$ cat src/rtl/ivt_pkg.sv
package ivt_pkg;
  typedef enum logic [1:0] {
    CLS_ALU    = 2'd0,
    CLS_LOAD   = 2'd1,
    CLS_STORE  = 2'd2,
    CLS_BRANCH = 2'd3
  } ins_cls_e;
endpackage

$ cat src/rtl/ivt_rules.sv
module ivt_rules
  import ivt_pkg::*;
(
  input  logic     go_i,
  input  ins_cls_e cls_i,
  input  logic     ok_a_i,
  input  logic     ok_b_i,
  input  logic     ok_base_i,
  input  logic     hit_i,
  input  logic     poisoned_i,
  output logic     dst_ok_o,
  output logic     wr_reg_o,
  output logic     psn_set_o
);
  always_comb begin
    dst_ok_o  = 1'b0;
    wr_reg_o  = 1'b0;
    psn_set_o = 1'b0;
    case (cls_i)
      CLS_ALU: begin
        dst_ok_o = ok_a_i & ok_b_i;
        wr_reg_o = go_i;
      end
      CLS_LOAD: begin
        dst_ok_o = ok_base_i & hit_i & ~poisoned_i;
        wr_reg_o = go_i;
      end
      CLS_STORE: psn_set_o = go_i & ok_base_i & hit_i;
      default: ;
    endcase
  end
endmodule

$ cat src/rtl/ivt_regvec.sv
module ivt_regvec #(
  parameter int NREG = 32,
  localparam int REGW = $clog2(NREG)
) (
  input  logic            clk,
  input  logic            rst_n,
  input  logic            clear_i,
  input  logic            wr_en_i,
  input  logic [REGW-1:0] wr_idx_i,
  input  logic            wr_val_i,
  input  logic [REGW-1:0] rd_a_i,
  input  logic [REGW-1:0] rd_b_i,
  input  logic [REGW-1:0] rd_base_i,
  output logic            ok_a_o,
  output logic            ok_b_o,
  output logic            ok_base_o,
  output logic [NREG-1:0] vec_o
);
  logic [NREG-1:1] vld_q, vld_d;
  logic            upd_en;

  assign upd_en = clear_i | (wr_en_i & (wr_idx_i != '0));

  always_comb begin
    vld_d = vld_q;
    if (clear_i) vld_d = '1;
    else if (wr_en_i && wr_idx_i != '0) vld_d[wr_idx_i] = wr_val_i;
  end

  always_ff @(posedge clk or negedge rst_n) begin
    if (!rst_n)      vld_q <= '1;
    else if (upd_en) vld_q <= vld_d;
  end

  assign vec_o     = {vld_q, 1'b1};
  assign ok_a_o    = vec_o[rd_a_i];
  assign ok_b_o    = vec_o[rd_b_i];
  assign ok_base_o = vec_o[rd_base_i];
endmodule

$ cat src/rtl/ivt_wordmask.sv
module ivt_wordmask #(
  parameter int NWORD = 64,
  localparam int WIDXW = $clog2(NWORD)
) (
  input  logic             clk,
  input  logic             rst_n,
  input  logic             clear_i,
  input  logic             set_en_i,
  input  logic [WIDXW-1:0] set_idx_i,
  input  logic [WIDXW-1:0] rd_idx_i,
  output logic             poisoned_o
);
  logic [NWORD-1:0] psn_q, psn_d;
  logic             upd_en;

  assign upd_en = clear_i | set_en_i;

  always_comb begin
    psn_d = psn_q;
    if (clear_i)       psn_d = '0;
    else if (set_en_i) psn_d[set_idx_i] = 1'b1;
  end

  always_ff @(posedge clk or negedge rst_n) begin
    if (!rst_n)      psn_q <= '0;
    else if (upd_en) psn_q <= psn_d;
  end

  assign poisoned_o = psn_q[rd_idx_i];
endmodule

$ cat src/rtl/ivt_tracker.sv
module ivt_tracker
  import ivt_pkg::*;
#(
  parameter int NREG  = 32,
  parameter int NWORD = 64,
  localparam int REGW  = $clog2(NREG),
  localparam int WIDXW = $clog2(NWORD)
) (
  input  logic             clk,
  input  logic             rst_n,
  input  logic             clear_i,
  input  logic             ins_valid_i,
  input  logic [1:0]       ins_cls_i,
  input  logic [REGW-1:0]  src_a_i,
  input  logic [REGW-1:0]  src_b_i,
  input  logic [REGW-1:0]  dst_i,
  input  logic [REGW-1:0]  base_i,
  input  logic             hit_i,
  input  logic [WIDXW-1:0] word_i,
  output logic             dst_ok_o,
  output logic [NREG-1:0]  reg_valid_o
);
  ins_cls_e cls;
  logic     go, ok_a, ok_b, ok_base, poisoned, wr_reg, psn_set;

  assign cls = ins_cls_e'(ins_cls_i);
  assign go  = ins_valid_i & ~clear_i;

  ivt_regvec #(.NREG(NREG)) u_regs (
    .clk(clk), .rst_n(rst_n), .clear_i(clear_i),
    .wr_en_i(wr_reg), .wr_idx_i(dst_i), .wr_val_i(dst_ok_o),
    .rd_a_i(src_a_i), .rd_b_i(src_b_i), .rd_base_i(base_i),
    .ok_a_o(ok_a), .ok_b_o(ok_b), .ok_base_o(ok_base),
    .vec_o(reg_valid_o)
  );

  ivt_wordmask #(.NWORD(NWORD)) u_words (
    .clk(clk), .rst_n(rst_n), .clear_i(clear_i),
    .set_en_i(psn_set), .set_idx_i(word_i), .rd_idx_i(word_i),
    .poisoned_o(poisoned)
  );

  ivt_rules u_rules (
    .go_i(go), .cls_i(cls), .ok_a_i(ok_a), .ok_b_i(ok_b),
    .ok_base_i(ok_base), .hit_i(hit_i), .poisoned_i(poisoned),
    .dst_ok_o(dst_ok_o), .wr_reg_o(wr_reg), .psn_set_o(psn_set)
  );
endmodule

$ cat config.mk
export PLATFORM = sky130hd
export DESIGN_NAME = ivt_tracker
export DESIGN_NICKNAME = d
export VERILOG_FILES = /design/src/rtl/ivt_pkg.sv /design/src/rtl/ivt_rules.sv /design/src/rtl/ivt_regvec.sv /design/src/rtl/ivt_wordmask.sv /design/src/rtl/ivt_tracker.sv
export SDC_FILE = /design/constraint.sdc
export NUM_CORES = 1
export LEC_CHECK = 0
export BUFFER_PORTS_ARGS = -buffer_cell sky130_fd_sc_hd__buf_2
export CAP_MARGIN = 20
export CORE_ASPECT_RATIO = 0.9
export CORE_UTILIZATION = 55
export CTS_BUF_LIST = sky130_fd_sc_hd__clkbuf_16
export CTS_CLUSTER_DIAMETER = 120
export DETAILED_ROUTE_END_ITERATION = 16
export PLACE_DENSITY = 0.81
export SLEW_MARGIN = 20
export SYNTH_ARGS = -nofsm -noshare
export SYNTH_HDL_FRONTEND = slang
export SYNTH_HIERARCHICAL = 1
export SYNTH_SLANG_ARGS = --single-unit
$ cat constraint.sdc
create_clock -name clk -period 4.3 [get_ports clk]
set_clock_uncertainty 0.2 [all_clocks]
set_input_delay 0.43 -clock clk [delete_from_list [all_inputs] [get_ports clk]]
set_output_delay 0.43 -clock clk [all_outputs]
set_load 0.005 [all_outputs]
==> impl_metrics.env, run 1 <==
export IMPL_post_cts_buffers=0
export IMPL_power_leakage_nw=2.45
export IMPL_grt_max_degree=93
export IMPL_r2r_slack_ns=0.97
export IMPL_startpoint="word_i[1]"
export IMPL_worstSetupPathType="input pin to primary output"
export IMPL_grt_pass1_vias=4069
export IMPL_setup_tns_ns=0
export IMPL_cts_buffer_depth=2
export IMPL_pin_count=66
export IMPL_cts_root_buf="clkbuf_16"
export IMPL_cp_max_fo=23
export IMPL_placed_cells=657
export IMPL_die_width_um=106
export IMPL_synth_cell_types=44
export IMPL_nets=579
export IMPL_dr_total_vias=4491
export IMPL_status="finished clean"
export IMPL_cts_tree="done"
export IMPL_firstDrtPassIters=5
export IMPL_slew_violations=0
export IMPL_ir_drop_uv=183
export IMPL_cts_sinks=95
export IMPL_clkTransAtPathRegs_ns=0.07
export IMPL_core_area_sq_um=9290
export IMPL_rsz0062_at_grt="false"
export IMPL_postRouteAntennaNets=0
export IMPL_antenna_found_initial=0
export IMPL_netlist_top_cells_area="dfrtp_1 (30%), dfstp_2 (15%), mux4_2 (10%)"
export IMPL_die_h_um=95.9
export IMPL_cp_required_ns=3.67
export IMPL_routabilityCongestion=0.924
export IMPL_finalCritPeriodShare=0.817
export IMPL_grt_pass1_wl_um=22100
export IMPL_syn_area_sq_um=5380
export IMPL_drc=0
export IMPL_io_buffers=64
export IMPL_end_kind="primary output"
export IMPL_netlist_instances=508
export IMPL_startpoint_type="input pin"
export IMPL_postCtsHoldBufs=0
export IMPL_synth_fp_nets=541
export IMPL_hold_viol_final=0
export IMPL_crit_arrival_ns=2.88
export IMPL_cts_buffers_inserted=9
export IMPL_syn_to_final_growth_pct=11.5
export IMPL_reg2reg_to="u_words/psn_q[1]$_DFFE_PN0P_"
export IMPL_ys_warn_count=6
export IMPL_critical_path_cell_chain="buf_2 -> mux4_1 -> mux4_2 -> or2_0 -> a32o_1 -> nand4b_1 -> a21oi_2 -> buf_2"
export IMPL_synth_top_cell_area_share=0.298
export IMPL_clock_latency_ns=0.34
export IMPL_hp_class="input pin to async pin"
export IMPL_drive_gt1_frac=0.265
export IMPL_cp_slowest_cell="mux4_1"
export IMPL_fmax_ghz=0.285
export IMPL_critical_path_most_common_cell="buf_2"
export IMPL_vias_per_cell=6.67
export IMPL_worst_pin_slew_ns=0.899
export IMPL_rows=33
export IMPL_start_util=0.579
export IMPL_reg2reg_from="u_regs/vld_q[3]$_DFFE_PN1P_"
export IMPL_htreeDepth=3
export IMPL_drt_wirelength_per_cell_um=21.0
export IMPL_synth_seq_area_share=0.449
export IMPL_die_area_sq_um=10200
export IMPL_hpwl_um=9550
export IMPL_antenna_cells=0
export IMPL_synth_area_per_cell_sq_um=10.6
export IMPL_ys_ff_latch=95
export IMPL_r2r_cells=11
export IMPL_max_stage_delay_ns=0.62
export IMPL_cap_viol_max_count=0
export IMPL_grt_use_total=0.288
export IMPL_fin_cells=673
export IMPL_cts_resized=0
export IMPL_layout_min_cycle_time_ns=3.51
export IMPL_setup_viol=0
export IMPL_drt_iter0_drc=428
export IMPL_overflow=0
export IMPL_synth_area_leader_cell="dfrtp_1"
export IMPL_totalWireLength_um=14200
export IMPL_max_slew_margin_rel=0.399
export IMPL_p_per_area_nw_per_um2=305
==> report_power, final <==
group | internal (mW) | switching, mW
combinational | 0.0515 | 0.107
sequential | 0.897 | 0.00228
clock | 0.406 | 0.369
total | 1.35 | 0.478
==> worst max-delay path: cells and delay by family <==
kind / cells / cell delay (ns)
compound gates: 2 / 0.43
buf+inv: 2 / 0.53
mux: 2 / 1.08
simple gates: 2 / 0.39
==> placed cells by master (no fill, tap or decap), types with 3 or more instances in the layout <==
master,synthesis,layout
nor3b_1,9,9
nand3b_1,26,26
a21oi_1,66,65
dfstp_2,31,31
a211o_1,3,3
mux2i_1,17,17
mux4_1,12,12
mux2_2,3,3
nor2_1,89,89
buf_2,6,63
nor2b_1,6,6
nand2b_1,10,10
nand3_1,13,13
mux4_2,25,25
dfrtp_1,64,64
and3b_1,3,3
nand2_1,22,22
a22oi_1,3,3
inv_6,0,3
clkbuf_16,0,9
a21boi_0,10,10
buf_4,1,6
a31oi_1,4,4
nor3_1,5,5
a311o_1,9,9
o21ai_0,15,15
==> stage by stage <==
step	hold slack, ns	setup slack, ns	utilization	total power, mW	cell area [sq um]
floorplan	-0.0656	1.01	-	1.01	5380
global placement	0.269	0.819	0.615	1.07	5720
detailed placement	0.279	0.759	0.615	1.07	5720
CTS	0.0458	0.806	0.646	1.84	6000
global route	0.0877	0.693	0.646	1.89	6000
finish	0.0276	0.788	0.646	1.83	6000
==> how the worst max path moves through the flow <==
| stage | end | slack (ns) | cells after the start |
|---|---|---|---|
| 6_report | dst_ok_o | 0.79 | 8 |
| 4_1_cts | dst_ok_o | 0.81 | 8 |
| 2_1_floorplan | u_regs/vld_q[21]$_DFFE_PN1P_ | 1.01 | 12 |
| 3_5_place_dp | u_regs/vld_q[16]$_DFFE_PN1P_ | 0.76 | 10 |
| 5_1_grt | dst_ok_o | 0.69 | 8 |
| 3_3_place_gp | u_regs/vld_q[7]$_DFFE_PN1P_ | 0.82 | 9 |
==> flip-flops by register name, summed over array words and instances (netlist names) <==
name           count
u_regs/vld_q      31
u_words/psn_q     64
==> final cells by class <==
cell class | count | area (sq um)
fillers | 732 | 3290
repair buffers | 69 | 360
clock buffers | 9 | 225
inverters | 1 | 3.75
flip-flops and latches | 95 | 2420
multi-input cells | 370 | 2780
clock inverters | 7 | 61.3
well taps | 122 | 153
==> kinds of logic (layout without fill, tap and decap cells) <==
kind of cell | count (synthesis) | count (layout) | synth area share
and+or+nand+nor | 193 | 193 | 0.181
AOI/OAI and AO/OA | 119 | 119 | 0.134
DFF | 95 | 95 | 0.449
muxes | 57 | 57 | 0.201
buffers and inverters | 43 | 86 | 0.0349
other | 1 | 1 | 0.000697
==> Yosys cell counts, drive strengths merged <==
cell / count
nor2: 89
a21oi: 66
dfrtp: 64
mux4: 37
dfstp: 31
clkbuf: 27
nand3b: 26
nand2: 22
mux2i: 17
buf: 15
o21ai: 15
nand3: 13
a21boi: 10
nand2b: 10
a311o: 9
nor3b: 9
nor2b: 7
nor3: 5
a31oi: 4
a211o: 3
a22oi: 3
and3b: 3
mux2: 3
a21o: 2
and3: 2
nand4: 2
nand4b: 2
a221oi: 1
a22o: 1
a2bb2oi: 1
a32o: 1
a32oi: 1
a41oi: 1
and2b: 1
conb: 1
inv: 1
o211ai: 1
or2: 1
or3: 1
==> per-layer routing <==
layer | share of wire | vias to the layer above | global-route usage
li1 | - | 1950 | -
met1 | 0.42 | 2261 | 0.423
met5 | 0 | - | 0
met4 | 0.019 | 0 | 0.103
met3 | 0.11 | 31 | 0.0697
met2 | 0.45 | 249 | 0.419
Power figures use the tool's default switching activity.
==> inputs of run 2 (changes only) <==
--- a/config.mk
+++ b/config.mk
@@ -8,11 +8,11 @@
 export BUFFER_PORTS_ARGS = -buffer_cell sky130_fd_sc_hd__buf_2
 export CAP_MARGIN = 20
 export CORE_ASPECT_RATIO = 0.9
-export CORE_UTILIZATION = 55
+export CORE_UTILIZATION = 53
 export CTS_BUF_LIST = sky130_fd_sc_hd__clkbuf_16
 export CTS_CLUSTER_DIAMETER = 120
 export DETAILED_ROUTE_END_ITERATION = 16
-export PLACE_DENSITY = 0.81
+export PLACE_DENSITY = 0.82
 export SLEW_MARGIN = 20
 export SYNTH_ARGS = -nofsm -noshare
 export SYNTH_HDL_FRONTEND = slang
==> constraint.sdc (replaced) <==
create_clock -name clk -period 3.1 [get_ports clk]
set_clock_uncertainty 0.2 [all_clocks]
set_input_delay 0.31 -clock clk [delete_from_list [all_inputs] [get_ports clk]]
set_output_delay 0.31 -clock clk [all_outputs]
set_load 0.005 [all_outputs]
==> impl_metrics.env, run 2 (synthesis results as in run 1) <==
export IMPL_syn_to_final_growth_pct=17.9
export IMPL_postRouteAntennaNets=0
export IMPL_largest_reg_flops=64
export IMPL_grt_max_degree=96
export IMPL_final_cell_mix="nor2_1 (85), a21oi_1 (65), dfrtp_1 (64)"
export IMPL_antenna_found_initial=0
export IMPL_cp_required_ns=2.59
export IMPL_p_per_area_nw_per_um2=403
export IMPL_rows=34
export IMPL_cts_tree="done"
export IMPL_regArea_sq_um=2420
export IMPL_die_width_um=108
export IMPL_dp_slack_ns=-0.0524
export IMPL_crit_arrival_ns=2.70
export IMPL_start_util=0.550
export IMPL_die_area_sq_um=10600
export IMPL_grt_pass1_vias=4575
export IMPL_routabilityCongestion=0.962
export IMPL_r2r_slack_ns=0.04
export IMPL_worstSetupPathType="flop to primary output"
export IMPL_drive_gt1_frac=0.324
export IMPL_nets=617
export IMPL_design_area_sq_um=6340
export IMPL_total_power_mw=2.56
export IMPL_finalCritPeriodShare=1.04
export IMPL_cts_buffer_depth=2
export IMPL_cp_slowest_cell="mux4_2"
export IMPL_post_route_util=0.648
export IMPL_dr_total_vias=4870
export IMPL_power_leakage_nw=2.61
export IMPL_ir_drop_uv=321
export IMPL_slew_violations=0
export IMPL_worst_pin_slew_ns=0.959
export IMPL_cap_viol_max_count=0
export IMPL_fmax_ghz=0.312
export IMPL_setup_viol=1
export IMPL_cts_sinks=95
export IMPL_firstDrtPassIters=5
export IMPL_top_register="u_words/psn_q"
export IMPL_antenna_cells=0
export IMPL_critical_path_cell_chain="mux4_2 -> mux4_2 -> or2_1 -> a32o_1 -> nand4b_1 -> a21oi_4 -> buf_2"
export IMPL_path_buf_inv=1
export IMPL_hold_viol_final=0
export IMPL_cp_max_fo=2
export IMPL_hp_class="input pin to flop"
export IMPL_status="finished, violations left"
export IMPL_clock_latency_ns=0.35
export IMPL_cts_buffers_inserted=9
export IMPL_reg_largest_list="u_words/psn_q (64), u_regs/vld_q (31)"
export IMPL_core_area_sq_um=9780
export IMPL_drt_wirelength_per_cell_um=22.2
export IMPL_htreeDepth=3
export IMPL_io_buffers=64
export IMPL_drt_iter0_drc=732
export IMPL_drc=0
export IMPL_cts_root_buf="clkbuf_16"
export IMPL_critical_path_most_common_cell="mux4_2"
export IMPL_setup_ws_ns=-0.109
export IMPL_multiInputGateArea_sq_um=2800
export IMPL_final_common_cell="nor2_1"
export IMPL_layout_min_cycle_time_ns=3.21
export IMPL_hpwl_um=10800
export IMPL_overflow=0
export IMPL_die_h_um=97.6
export IMPL_max_stage_delay_ns=0.48
export IMPL_setup_tns_ns=-0.109
export IMPL_max_slew_margin_rel=0.359
export IMPL_rsz0062_at_grt="true"
export IMPL_grt_pass1_wl_um=24600
export IMPL_grt_use_total=0.312
export IMPL_clkTransAtPathRegs_ns=0.07
export IMPL_startpoint_type="flop"
export IMPL_path_delay_family="multiplexers"
export IMPL_place_area_sq_um=6010
export IMPL_totalWireLength_um=15900
export IMPL_pin_count=66
export IMPL_end_kind="primary output"
export IMPL_violations="setup timing"
export IMPL_fillCellCount=720
export IMPL_vias_per_cell=6.81
==> run 2: changes by cell type in the layout (fill, tap and decap cells not counted), moves of 2 or more <==
| cell | before | now |
|---|---|---|
| buf_12 | 0 | 3 |
| buf_4 | 6 | 40 |
| mux4_1 | 12 | 9 |
| mux4_2 | 25 | 28 |
| nor2_1 | 89 | 85 |
| nor2_2 | 0 | 4 |
| nor3_1 | 5 | 3 |
| nor3_2 | 0 | 2 |
==> run 2: worst paths after layout <==
path / startpoint / endpoint / depth (start not counted)
min reg2reg: u_words/psn_q[55]$_DFFE_PN0P_ / u_words/psn_q[55]$_DFFE_PN0P_ / 2
max reg2reg: u_regs/vld_q[31]$_DFFE_PN1P_ / u_words/psn_q[18]$_DFFE_PN0P_ / 10
max: u_words/psn_q[18]$_DFFE_PN0P_ / dst_ok_o / 7
min: dst_i[2] / u_regs/vld_q[2]$_DFFE_PN1P_ / 4
max in group asynchronous: rst_n / u_regs/vld_q[22]$_DFFE_PN1P_ / 3
min in group asynchronous: rst_n / u_words/psn_q[49]$_DFFE_PN0P_ / 2
==> run 2: layout make-up <==
class / instances / area share
inverters: 1 / 0.000592
flip-flops and latches: 95 / 0.381
clock buffers: 9 / 0.0355
well taps: 126 / 0.0249
repair buffers: 107 / 0.108
multi-input cells: 370 / 0.441
clock inverters: 7 / 0.00888
==> run 2: metal layers <==
metal / share of wire / routed length [um] / vias up / GRT usage
met4: 0.027 / 435 / 0 / 0.116
met1: 0.40 / 6370 / 2417 / 0.461
met3: 0.12 / 1940 / 53 / 0.0604
met2: 0.45 / 7150 / 378 / 0.455
met5: 0 / 0 / - / 0
li1: - / - / 2022 / -
==> run 2: tightest hold or removal path: cells and delay by family <==
family | cells | cell delay (ns)
buffers and inverters | 1 | 0.17
and+or+nand+nor | 3 | 0.25
==> run 2: through the flow <==
step           hold slack (ns)  cells
3_3_place_gp             0.270    694
2_1_floorplan           -0.186    508
4_1_cts                  0.181    713
6_report                 0.198    715
5_1_grt                  0.233    715
3_5_place_dp             0.278    694
==> run 2: repair_timing <==
item,in CTS,in global routing
gates resized for setup,3,8
endpoints found under the setup margin,1,42
hold buffers,1,0
setup buffers,2,2
hold endpoints to repair,64,0
pin swaps,1,1
==> run 2: power breakdown <==
group          total [mW]  switching (mW)  leakage [nW]  internal, mW
Combinational       0.249           0.161          1.26        0.0873
Sequential           1.25         0.00184          1.22          1.24
Clock                1.06           0.509         0.136         0.554
Total                2.56           0.673          2.61          1.89
==> inputs of run 3 (changes only) <==
--- a/config.mk
+++ b/config.mk
@@ -13,6 +13,7 @@
 export CTS_CLUSTER_DIAMETER = 120
 export DETAILED_ROUTE_END_ITERATION = 16
 export PLACE_DENSITY = 0.82
+export SETUP_SLACK_MARGIN = 0.15
 export SLEW_MARGIN = 20
 export SYNTH_ARGS = -nofsm -noshare
 export SYNTH_HDL_FRONTEND = slang
==> impl_metrics.env, run 3 (synthesis results as in run 1) <==
export IMPL_status="finished, violations left"
export IMPL_violations="setup timing"
export IMPL_dp_slack_ns=-0.125
export IMPL_fin_cells=728
export IMPL_placed_cells=706
export IMPL_hold_worst_slack_ns=0.218
export IMPL_drc=0
export IMPL_total_power_mw=2.67
export IMPL_drt_wirelength_per_cell_um=23.9
export IMPL_io_buffers=64
export IMPL_multiInputGateArea_sq_um=2830
export IMPL_antenna_found_initial=0
export IMPL_htreeDepth=3
export IMPL_finalCritPeriodShare=1.09
export IMPL_drive_gt1_frac=0.342
export IMPL_worstSetupPathType="flop to flop"
export IMPL_cts_root_buf="clkbuf_16"
export IMPL_clkTransAtPathRegs_ns=0.07
export IMPL_routabilityCongestion=0.938
export IMPL_grt_max_degree=96
export IMPL_setup_viol=21
export IMPL_syn_to_final_growth_pct=21.4
export IMPL_post_route_util=0.668
export IMPL_r2r_cells=11
export IMPL_totalWireLength_um=17400
export IMPL_end_kind="flop"
export IMPL_place_area_sq_um=6070
export IMPL_overflow=0
export IMPL_vias_per_cell=6.91
export IMPL_top_register="u_words/psn_q"
export IMPL_hold_depth=4
export IMPL_grt_pass1_wl_um=26200
export IMPL_cp_required_ns=3.17
export IMPL_cap_viol_max_count=0
export IMPL_die_area_sq_um=10600
export IMPL_cp_max_fo=6
export IMPL_cts_buffers_inserted=9
export IMPL_startpoint_type="flop"
export IMPL_p_per_area_nw_per_um2=409
export IMPL_cts_tree="done"
export IMPL_cts_sinks=95
export IMPL_firstDrtPassIters=6
export IMPL_max_slew_margin_rel=0.297
export IMPL_nets=630
export IMPL_start_util=0.550
export IMPL_postRouteAntennaNets=0
export IMPL_pin_count=66
export IMPL_ir_drop_uv=234
export IMPL_core_area_sq_um=9780
export IMPL_crit_arrival_ns=3.43
export IMPL_grt_pass1_vias=4737
export IMPL_setup_ws_ns=-0.265
export IMPL_power_leakage_nw=2.72
export IMPL_layout_min_cycle_time_ns=3.36
export IMPL_final_common_cell="nor2_1"
export IMPL_fillCellCount=705
export IMPL_hpwl_um=10900
export IMPL_setup_tns_ns=-2.55
export IMPL_die_h_um=97.6
export IMPL_hold_viol_final=0
export IMPL_dr_total_vias=5029
export IMPL_slew_violations=0
export IMPL_regArea_sq_um=2420
export IMPL_cts_buffer_depth=2
export IMPL_rsz0062_at_grt="true"
export IMPL_largest_reg_flops=64
export IMPL_rows=34
export IMPL_die_width_um=108
export IMPL_hp_class="input pin to flop"
export IMPL_design_area_sq_um=6540
export IMPL_clock_latency_ns=0.34
export IMPL_reg_largest_list="u_words/psn_q (64), u_regs/vld_q (31)"
export IMPL_worst_pin_slew_ns=1.05
export IMPL_final_cell_mix="nor2_1 (86), a21oi_1 (65), dfrtp_1 (64)"
export IMPL_antenna_cells=0
export IMPL_drt_iter0_drc=816
export IMPL_grt_use_total=0.330
export IMPL_fmax_ghz=0.297
## run 3: cell type report
| cell class | instances | share of cell area |
|---|---|---|
| clock buffer | 9 | 0.0345 |
| multi-input combinational | 370 | 0.434 |
| clock inverter | 7 | 0.0123 |
| tap | 126 | 0.0241 |
| sequential | 95 | 0.370 |
| timing repair buffer | 120 | 0.125 |
| inverter | 1 | 0.000574 |
## run 3: layer usage
| metal | GRT usage | part of all wire | routed length, um |
|---|---|---|---|
| met1 | 0.470 | 0.38 | 6520 |
| met2 | 0.475 | 0.44 | 7680 |
| met3 | 0.101 | 0.14 | 2370 |
| met4 | 0.118 | 0.045 | 787 |
| met5 | 0 | 0 | 0 |
## run 3: repair_timing
action                                  in CTS  in global routing
pin swaps                                    2                  3
hold buffers                                 0                  1
cloned                                       2                  0
endpoints found under the setup margin      41                 60
endpoints found under the hold margin        0                 64
setup buffers                                2                  1
gates resized for setup                     10                 10
## run 3: final timing paths
check	start	endpoint	slack [ns]
setup / recovery	u_words/psn_q[23]$_DFFE_PN0P_	u_regs/vld_q[15]$_DFFE_PN1P_	-0.26
hold / removal	dst_i[3]	u_regs/vld_q[28]$_DFFE_PN1P_	0.22
setup reg to reg	u_words/psn_q[23]$_DFFE_PN0P_	u_regs/vld_q[15]$_DFFE_PN1P_	-0.26
hold reg to reg	u_words/psn_q[30]$_DFFE_PN0P_	u_words/psn_q[30]$_DFFE_PN0P_	0.29
max in group asynchronous	rst_n	u_regs/vld_q[11]$_DFFE_PN1P_	1.52
min in group asynchronous	rst_n	u_words/psn_q[32]$_DFFE_PN0P_	0.40
## run 3: worst max-delay path, cell delays in order, from the launching register on
cell and delay, ns:
dfrtp_1 0.39, mux4_2 0.47, mux4_2 0.49, or2_1 0.25, a32o_1 0.22, nand4b_1 0.23
a21oi_4 0.23, buf_4 0.14, buf_6 0.12, bufbuf_16 0.26, nand2_1 0.13, nand3b_1 0.15
## run 3: power breakdown
group          switching [mW]  internal (mW)  total (mW)
registers             0.00144           1.24        1.25
logic                   0.176          0.105       0.281
clock network           0.510          0.637        1.15
total                   0.687           1.99        2.67
